`src/rtl/count15_pkg.sv`:
```
package count15_pkg;
    localparam int LO_N   = 7;               // weight-one inputs per column
    localparam int HI_N   = 4;               // weight-two inputs per column
    localparam int GRP_A  = 3;               // first weight-one group
    localparam int GRP_B  = LO_N - GRP_A;    // second weight-one group
    localparam int HALF_N = LO_N / 2;        // largest value of (weight-one sum) >> 1
    localparam int PART_N = HALF_N + HI_N;   // largest value of the upper part
    localparam int SUM_W  = 4;               // result bits per column
    typedef logic [SUM_W-1:0] colsum_t;
endpackage

```
`src/rtl/cnt_onehot.sv`:
```
// One-hot population count built from AND/OR stages only.
// hot[k] is 1 exactly when k of the N input bits are set.
module cnt_onehot #(
    parameter int N = 4
) (
    input  logic [N-1:0] bits,
    output logic [N:0]   hot
);
    logic [N:0] acc;

    always_comb begin
        acc    = '0;
        acc[0] = 1'b1;
        for (int i = 0; i < N; i++) begin
            // walk downward so each stage reads the previous stage's value
            for (int k = N; k >= 1; k--) begin
                acc[k] = (acc[k] & ~bits[i]) | (acc[k-1] & bits[i]);
            end
            acc[0] = acc[0] & ~bits[i];
        end
        hot = acc;
    end
endmodule

```
`src/rtl/onehot_add.sv`:
```
// Adds two one-hot counts, giving the one-hot count of their sum (AND/OR only).
module onehot_add #(
    parameter int NA = 3,
    parameter int NB = 4
) (
    input  logic [NA:0]    a,
    input  logic [NB:0]    b,
    output logic [NA+NB:0] s
);
    always_comb begin
        s = '0;
        for (int i = 0; i <= NA; i++) begin
            for (int j = 0; j <= NB; j++) begin
                s[i+j] = s[i+j] | (a[i] & b[j]);
            end
        end
    end
endmodule

```
`src/rtl/count15_cell.sv`:
```
// One column: seven weight-one bits plus four weight-two bits -> 4-bit sum.
module count15_cell
    import count15_pkg::*;
(
    input  logic [LO_N-1:0] lo,
    input  logic [HI_N-1:0] hi,
    output colsum_t         y
);
    logic [GRP_A:0]  cnt_a;   // one-hot count of lo[2:0]
    logic [GRP_B:0]  cnt_b;   // one-hot count of lo[6:3]
    logic [HI_N:0]   cnt_h;   // one-hot count of hi
    logic [LO_N:0]   sum_lo;  // one-hot weight-one total
    logic [HALF_N:0] half_lo; // one-hot of weight-one total >> 1
    logic [PART_N:0] upper;   // one-hot of (weight-one total >> 1) + weight-two count

    cnt_onehot #(.N(GRP_A)) u_grp_a (.bits(lo[GRP_A-1:0]),    .hot(cnt_a));
    cnt_onehot #(.N(GRP_B)) u_grp_b (.bits(lo[LO_N-1:GRP_A]), .hot(cnt_b));
    cnt_onehot #(.N(HI_N))  u_grp_h (.bits(hi),               .hot(cnt_h));

    onehot_add #(.NA(GRP_A), .NB(GRP_B)) u_lo_add (
        .a(cnt_a), .b(cnt_b), .s(sum_lo)
    );

    // fold pairs of the weight-one total to drop its lowest bit
    generate
        for (genvar j = 0; j <= HALF_N; j++) begin : g_half
            if (2*j + 1 <= LO_N) begin : g_pair
                assign half_lo[j] = sum_lo[2*j] | sum_lo[2*j+1];
            end else begin : g_single
                assign half_lo[j] = sum_lo[2*j];
            end
        end
    endgenerate

    onehot_add #(.NA(HALF_N), .NB(HI_N)) u_up_add (
        .a(half_lo), .b(cnt_h), .s(upper)
    );

    // each output bit is the OR of the count indicators in which it is set
    always_comb begin
        y = '0;
        for (int n = 1; n <= LO_N; n += 2) begin
            y[0] = y[0] | sum_lo[n];
        end
        for (int k = 1; k < SUM_W; k++) begin
            for (int n = 0; n <= PART_N; n++) begin
                if (((n >> (k-1)) % 2) == 1) begin
                    y[k] = y[k] | upper[n];
                end
            end
        end
    end
endmodule

```
`src/rtl/count15_row.sv`:
```
// Row of per-column counters reducing eleven operands to four.
module count15_row
    import count15_pkg::*;
#(
    parameter int W = 8
) (
    input  logic [LO_N*W-1:0] p_in,
    input  logic [HI_N*W-1:0] q_in,
    output logic [W+2:0]      out0,
    output logic [W+2:0]      out1,
    output logic [W+2:0]      out2,
    output logic [W+2:0]      out3
);
    colsum_t col_y [W];

    generate
        for (genvar c = 0; c < W; c++) begin : g_col
            logic [LO_N-1:0] lo_bits;
            logic [HI_N-1:0] hi_bits;
            for (genvar j = 0; j < LO_N; j++) begin : g_lo
                assign lo_bits[j] = p_in[j*W + c];
            end
            for (genvar j = 0; j < HI_N; j++) begin : g_hi
                assign hi_bits[j] = q_in[j*W + c];
            end
            count15_cell u_cell (.lo(lo_bits), .hi(hi_bits), .y(col_y[c]));
        end
    endgenerate

    always_comb begin
        out0 = '0;
        out1 = '0;
        out2 = '0;
        out3 = '0;
        for (int c = 0; c < W; c++) begin
            out0[c]   = col_y[c][0];
            out1[c+1] = col_y[c][1];
            out2[c+2] = col_y[c][2];
            out3[c+3] = col_y[c][3];
        end
    end
endmodule

```
`config.mk`:
```
export PLATFORM = sky130hd
export DESIGN_NAME = count15_row
export DESIGN_NICKNAME = d
export VERILOG_FILES = /design/src/rtl/count15_pkg.sv /design/src/rtl/cnt_onehot.sv /design/src/rtl/onehot_add.sv /design/src/rtl/count15_cell.sv /design/src/rtl/count15_row.sv
export SDC_FILE = /design/constraint.sdc
export NUM_CORES = 1
export LEC_CHECK = 0
export BUFFER_PORTS_ARGS = -buffer_cell sky130_fd_sc_hd__clkbuf_2
export CAP_MARGIN = 20
export CORE_MARGIN = 8
export CORE_UTILIZATION = 35
export DETAILED_ROUTE_END_ITERATION = 10
export PLACE_DENSITY = 0.64
export SLEW_MARGIN = 10
export SYNTH_ARGS = -nofsm -noshare
export SYNTH_HDL_FRONTEND = slang
export SYNTH_SLANG_ARGS = --single-unit
```
`constraint.sdc`:
```
create_clock -name vclk -period 2.6
set_input_delay 0.26 -clock vclk [all_inputs]
set_output_delay 0.26 -clock vclk [all_outputs]
set_load 0.02 [all_outputs]
```
======== Word level (Yosys, flattened, before mapping) ========
Index checks and enable logic that the tools add are counted.
storage, ports and cells
  register bits ........................... 0
  output and inout bits ................... 44
  word-level logic and storage cells ...... 1208
  bits of input ports ..................... 88
cells by class
  bitwise operators ....................... 1208
operator list
  cell              count
  AND 1 bit         680
  bitwise OR 1 bit  440
  inverter 1 bit    88

======== Longest topological paths before layout ========
  word-level depth ........................ 19
  depth in mapped cells ................... 8
  depth with buffers taken out ............ 8

======== Hierarchy ========
Synthesis repeated with hierarchy kept, for this count alone.
second synthesis, totals
  cells, all modules ...................... 573
  area, all modules ....................... 4247.8 µm²
by module, submodules not included
  module                                     area each (µm²)  seq. area each (µm²)  times used  cells an instance
  cnt_onehot at g_col[0].u_cell.u_grp_b ...  100.1            0.0                   16          13
  onehot_add                                 96.3             0.0                   16          14
  cnt_onehot at g_col[0].u_cell.u_grp_a ...  71.3             0.0                   8           8
  count15_cell                               55.1             0.0                   8           8
  count15_row                                93.8             0.0                   1           13

======== Worst setup path after synthesis ========
OpenSTA, ideal clock, no wires.
  path kind ............................... input-to-output
  start ................................... input p_in[1]
  end ..................................... output out2[3]
  slack ................................... 0.113 ns
  stages on the path ...................... 8
  required time ........................... 2.340 ns
  path buffers ............................ 0
  data arrival time ....................... 2.227 ns
  cells stage by stage .................... inv_1 ha_1 mux2_1 o2111a_4 a2111oi_4 nand4_2 a222oi_1 o211ai_1
between the ends
  longest elaborated chain between the ends .. 17
RTL lines
  what                           line                RTL
  from (decl)                    count15_row.sv:7    input logic [LO_N*W-1:0] p_in,
  inverter 1 bit                 cnt_onehot.sv:19    acc[0] = acc[0] & ~bits[i];
  AND 1 bit                      cnt_onehot.sv:17    acc[k] = (acc[k] & ~bits[i]) | (acc[k-1] & bits[i]);
  bitwise OR 1 bit               cnt_onehot.sv:17
  AND 1 bit                      cnt_onehot.sv:17
  bitwise OR 1 bit               cnt_onehot.sv:17
  AND 1 bit                      onehot_add.sv:14    s[i+j] = s[i+j] | (a[i] & b[j]);
  bitwise OR 1 bit (3 in a row)  onehot_add.sv:14
  bitwise OR 1 bit               count15_cell.sv:28  assign half_lo[j] = sum_lo[2*j] | sum_lo[2*j+1];
  AND 1 bit                      onehot_add.sv:14
  bitwise OR 1 bit (3 in a row)  onehot_add.sv:14
  bitwise OR 1 bit (2 in a row)  count15_cell.sv:48  y[k] = y[k] | upper[n];
  bitwise OR 1 bit *             count15_cell.sv:48
  to (decl)                      count15_row.sv:11   output logic [W+2:0] out2,
Mark *: on every way between the ends. The rest lies on a longest branch, timed or not.

======== Final worst setup path ========
  start ................................... input p_in[37]
  end ..................................... output out0[5]
between the ends
  longest elaborated chain between the ends .. 14
RTL lines
  what                           line                                RTL
  inverter 1 bit                 cnt_onehot.sv:17, cnt_onehot.sv:19
  AND 1 bit                      cnt_onehot.sv:17
  bitwise OR 1 bit               cnt_onehot.sv:17
  AND 1 bit                      cnt_onehot.sv:17
  bitwise OR 1 bit               cnt_onehot.sv:17
  AND 1 bit                      cnt_onehot.sv:17
  bitwise OR 1 bit               cnt_onehot.sv:17
  AND 1 bit                      onehot_add.sv:14
  bitwise OR 1 bit (3 in a row)  onehot_add.sv:14
  bitwise OR 1 bit (2 in a row)  count15_cell.sv:43                  y[0] = y[0] | sum_lo[n];
  bitwise OR 1 bit *             count15_cell.sv:43
  to (decl)                      count15_row.sv:9                    output logic [W+2:0] out0,
Marks and branches as above.

==> key figures <==
Final layout
  – Count of sequential standard cells: 0
  – Sequential Area: 0 um^2
  – Cell Count, Final, Fillers Out: 1,121
  – Clock buffers: 0
  – Share of cells above drive strength 1: 0.2519
  – Layout overhead on the synthesized area: 23.35%
  – Antenna Cells: 0
  – Final #Nets: 1,087

Floorplanning
  – Die Ht: 139.5 um
  – IO Pins: 132
  – Rows: 45
  – Die X: 139.5 um
  – DIE AREA: 0.01945 mm^2
  – Core area: 0.01503 mm^2
  – Initial core utilization: 0.3550

Drt
  – Via count: 6,238
  – Routed length per instance: 13.15 um
  – WL final: 14,740 um
  – 1st-iter DRT viols: 234
  – DRC: 0
  – DRT antenna net count: 0
  – Routed vias/inst: 5.565
  – Drt pass-1 iters: 7

Timing
  – Final min period: 2.586 ns
  – Relative slew slack: 0.6104
  – Highest clock rate: 0.3867 GHz
  – RSZ-0062 raised after global routing: yes
  – Final setup vio count: 0
  – Final hold vios: 0
  – Pins over their slew limit: 0
  – Slew @ Worst Pin: 0.5843 ns
  – Fin Hold WS: 1.055 ns
  – Fin crit share: 0.9945

Power and ir drop
  – Combinational fraction of design power: 1.000
  – LEAKAGE: 3.103 nW
  – Sequential fraction of design power: 0
  – Internal power: 0.6761 mW
  – Sw Share: 0.5726
  – Peak supply drop: 0.0001338 V
  – Pwr Total: 1.582 mW
  – Clock share of power: 0
  – Sw power: 0.9057 mW
  – Cell Pwr Density: 240.3 mW/mm^2

Global route
  – Grt met1 use: 0.1674
  – Met3 global-route usage: 0.02086
  – Largest net degree at the start of global routing: 18
  – Gr usage total: 0.1325
  – Global route total overflow: 0
  – GRT busiest layer: met2
  – Initial antenna violation count: 0
  – Met2 GRT Util: 0.2411
  – Number of global-route vias before repair: 5,573
  – First-pass GRT wire length: 23,690 um

Status
  – Outcome: completed

Logic synthesis
  – Cell taking the most area after synthesis: ha_1
  – Synth Area per Inst: 6.556 um^2
  – Post-synthesis instance total: 814
  – Post-synth top cells: 77 x inv_1, 67 x nand2_1, 66 x a21oi_1
  – Mapped Area: 0.005336 mm^2
  – Ranking of synthesized cells by area: ha_1 15%, mux2i_1 6.6%, a21oi_1 6.2%
  – Syn. warnings: 0
  – Most numerous cell in the Yosys netlist: inv_1
  – Synth top area share: 0.1501
  – Synth cell types: 73
  – Sequential fraction of the synthesis area: 0

Placement
  – Placed insts: 1,107
  – Routability congestion estimate: 0.8634
  – Post-DP HPWL: 11,790 um
  – # port buffers: 120

Setup path
  – Crit-path slowest cell: ha_4
  – Critical path, cell by cell: clkbuf_2, inv_1, ha_4, mux2i_4, buf_4, nor3_1, nor4_4, buf_4, buf_4, buf_4, buf_4, buf_4, buf_4, nand4_1, clkbuf_2
  – Setup crit end kind: output port
  – WP data required: 2.34 ns
  – Peak fanout along the critical path: 4
  – Critical Path Most Common Cell: buf_4
  – Worst path max stage delay: 0.31 ns
  – Critical Path Start Type: primary input
  – Worst Setup Path Type: primary input to output port
  – Critical path arrival: 2.33 ns

Run
  – Max-cap violations: 0

Clocking
  – CTS Hold Buffers Added: 0

Hold path
  – Hold WC Path Type: primary input to output port
power groups by stage:
stage / Sequential [mW] / Clock (mW) / Combinational (mW)
2_1_floorplan: 0 / 0 / 1.04
4_1_cts: 0 / 0 / 1.48
3_5_place_dp: 0 / 0 / 1.45
3_3_place_gp: 0 / 0 / 1.44
6_report: 0 / 0 / 1.58
5_1_grt: 0 / 0 / 1.74
placed cells by master (no fill, tap or decap), drive strengths merged, types with 13 or more instances in the layout:
cell type | Yosys | final
clkbuf | 35 | 110
inv | 77 | 77
nand2 | 67 | 67
a21oi | 66 | 66
ha | 64 | 64
nor2 | 63 | 63
buf | 25 | 58
o21ai | 44 | 44
mux2i | 35 | 35
nand3 | 31 | 31
o22ai | 24 | 24
nor2b | 14 | 14
mux2 | 14 | 14
nor3 | 13 | 13
worst paths after layout:
check             depth (start not counted)  startpoint      end
setup / recovery                         15    p_in[37]  out0[5]
hold / removal                            4    q_in[21]  out3[8]
routing by layer:
layer | part of all wire | up-vias
met1 | 0.45 | 2834
met4 | 0.0037 | 0
met5 | 0 | -
met2 | 0.48 | 165
li1 | - | 3235
met3 | 0.062 | 4
metrics by stage:
stage | worst slack (ns) | utilization | instance area, um^2 | setup TNS [ns]
3_5_place_dp | -0.1009 | 0.4105 | 6171 | -0.2575
5_1_grt | -0.07899 | 0.4379 | 6583 | -0.2573
6_report | 0.01433 | 0.4379 | 6583 | 0
2_1_floorplan | 0.1126 | - | 5378 | 0
3_3_place_gp | -0.06744 | 0.4105 | 6171 | -0.1046
4_1_cts | -0.001039 | 0.4165 | 6261 | -0.001039
area by class of cell:
type	instances	area (um^2)
Tap cell	188	235.2
Fill cell	1581	8451
Multi-Input combinational cell	688	5029
Inverter	77	304.0
Timing Repair Buffer	168	1015
what timing repair did:
action	in CTS	in global routing
buffers inserted	7	7
gates resized for setup	5	67
pin swaps	7	28
setup endpoints to repair	5	19
critical path, delay by kind of cell:
family / cells / cell delay (ns)
buffers and inverters: 10 / 1.24
and+or+nand+nor: 3 / 0.44
adders and majority gates: 1 / 0.31
muxes: 1 / 0.09
kinds of logic after synthesis:
logic type      Yosys count  synth area share
fa+ha+maj                68            0.1576
xor+xnor                 12           0.01970
compound gates          279            0.3627
mux                      49           0.09519
other cells               1         0.0007027
simple gates            268            0.2542
buf+inv                 137            0.1100
Power figures use the tool's default switching activity.
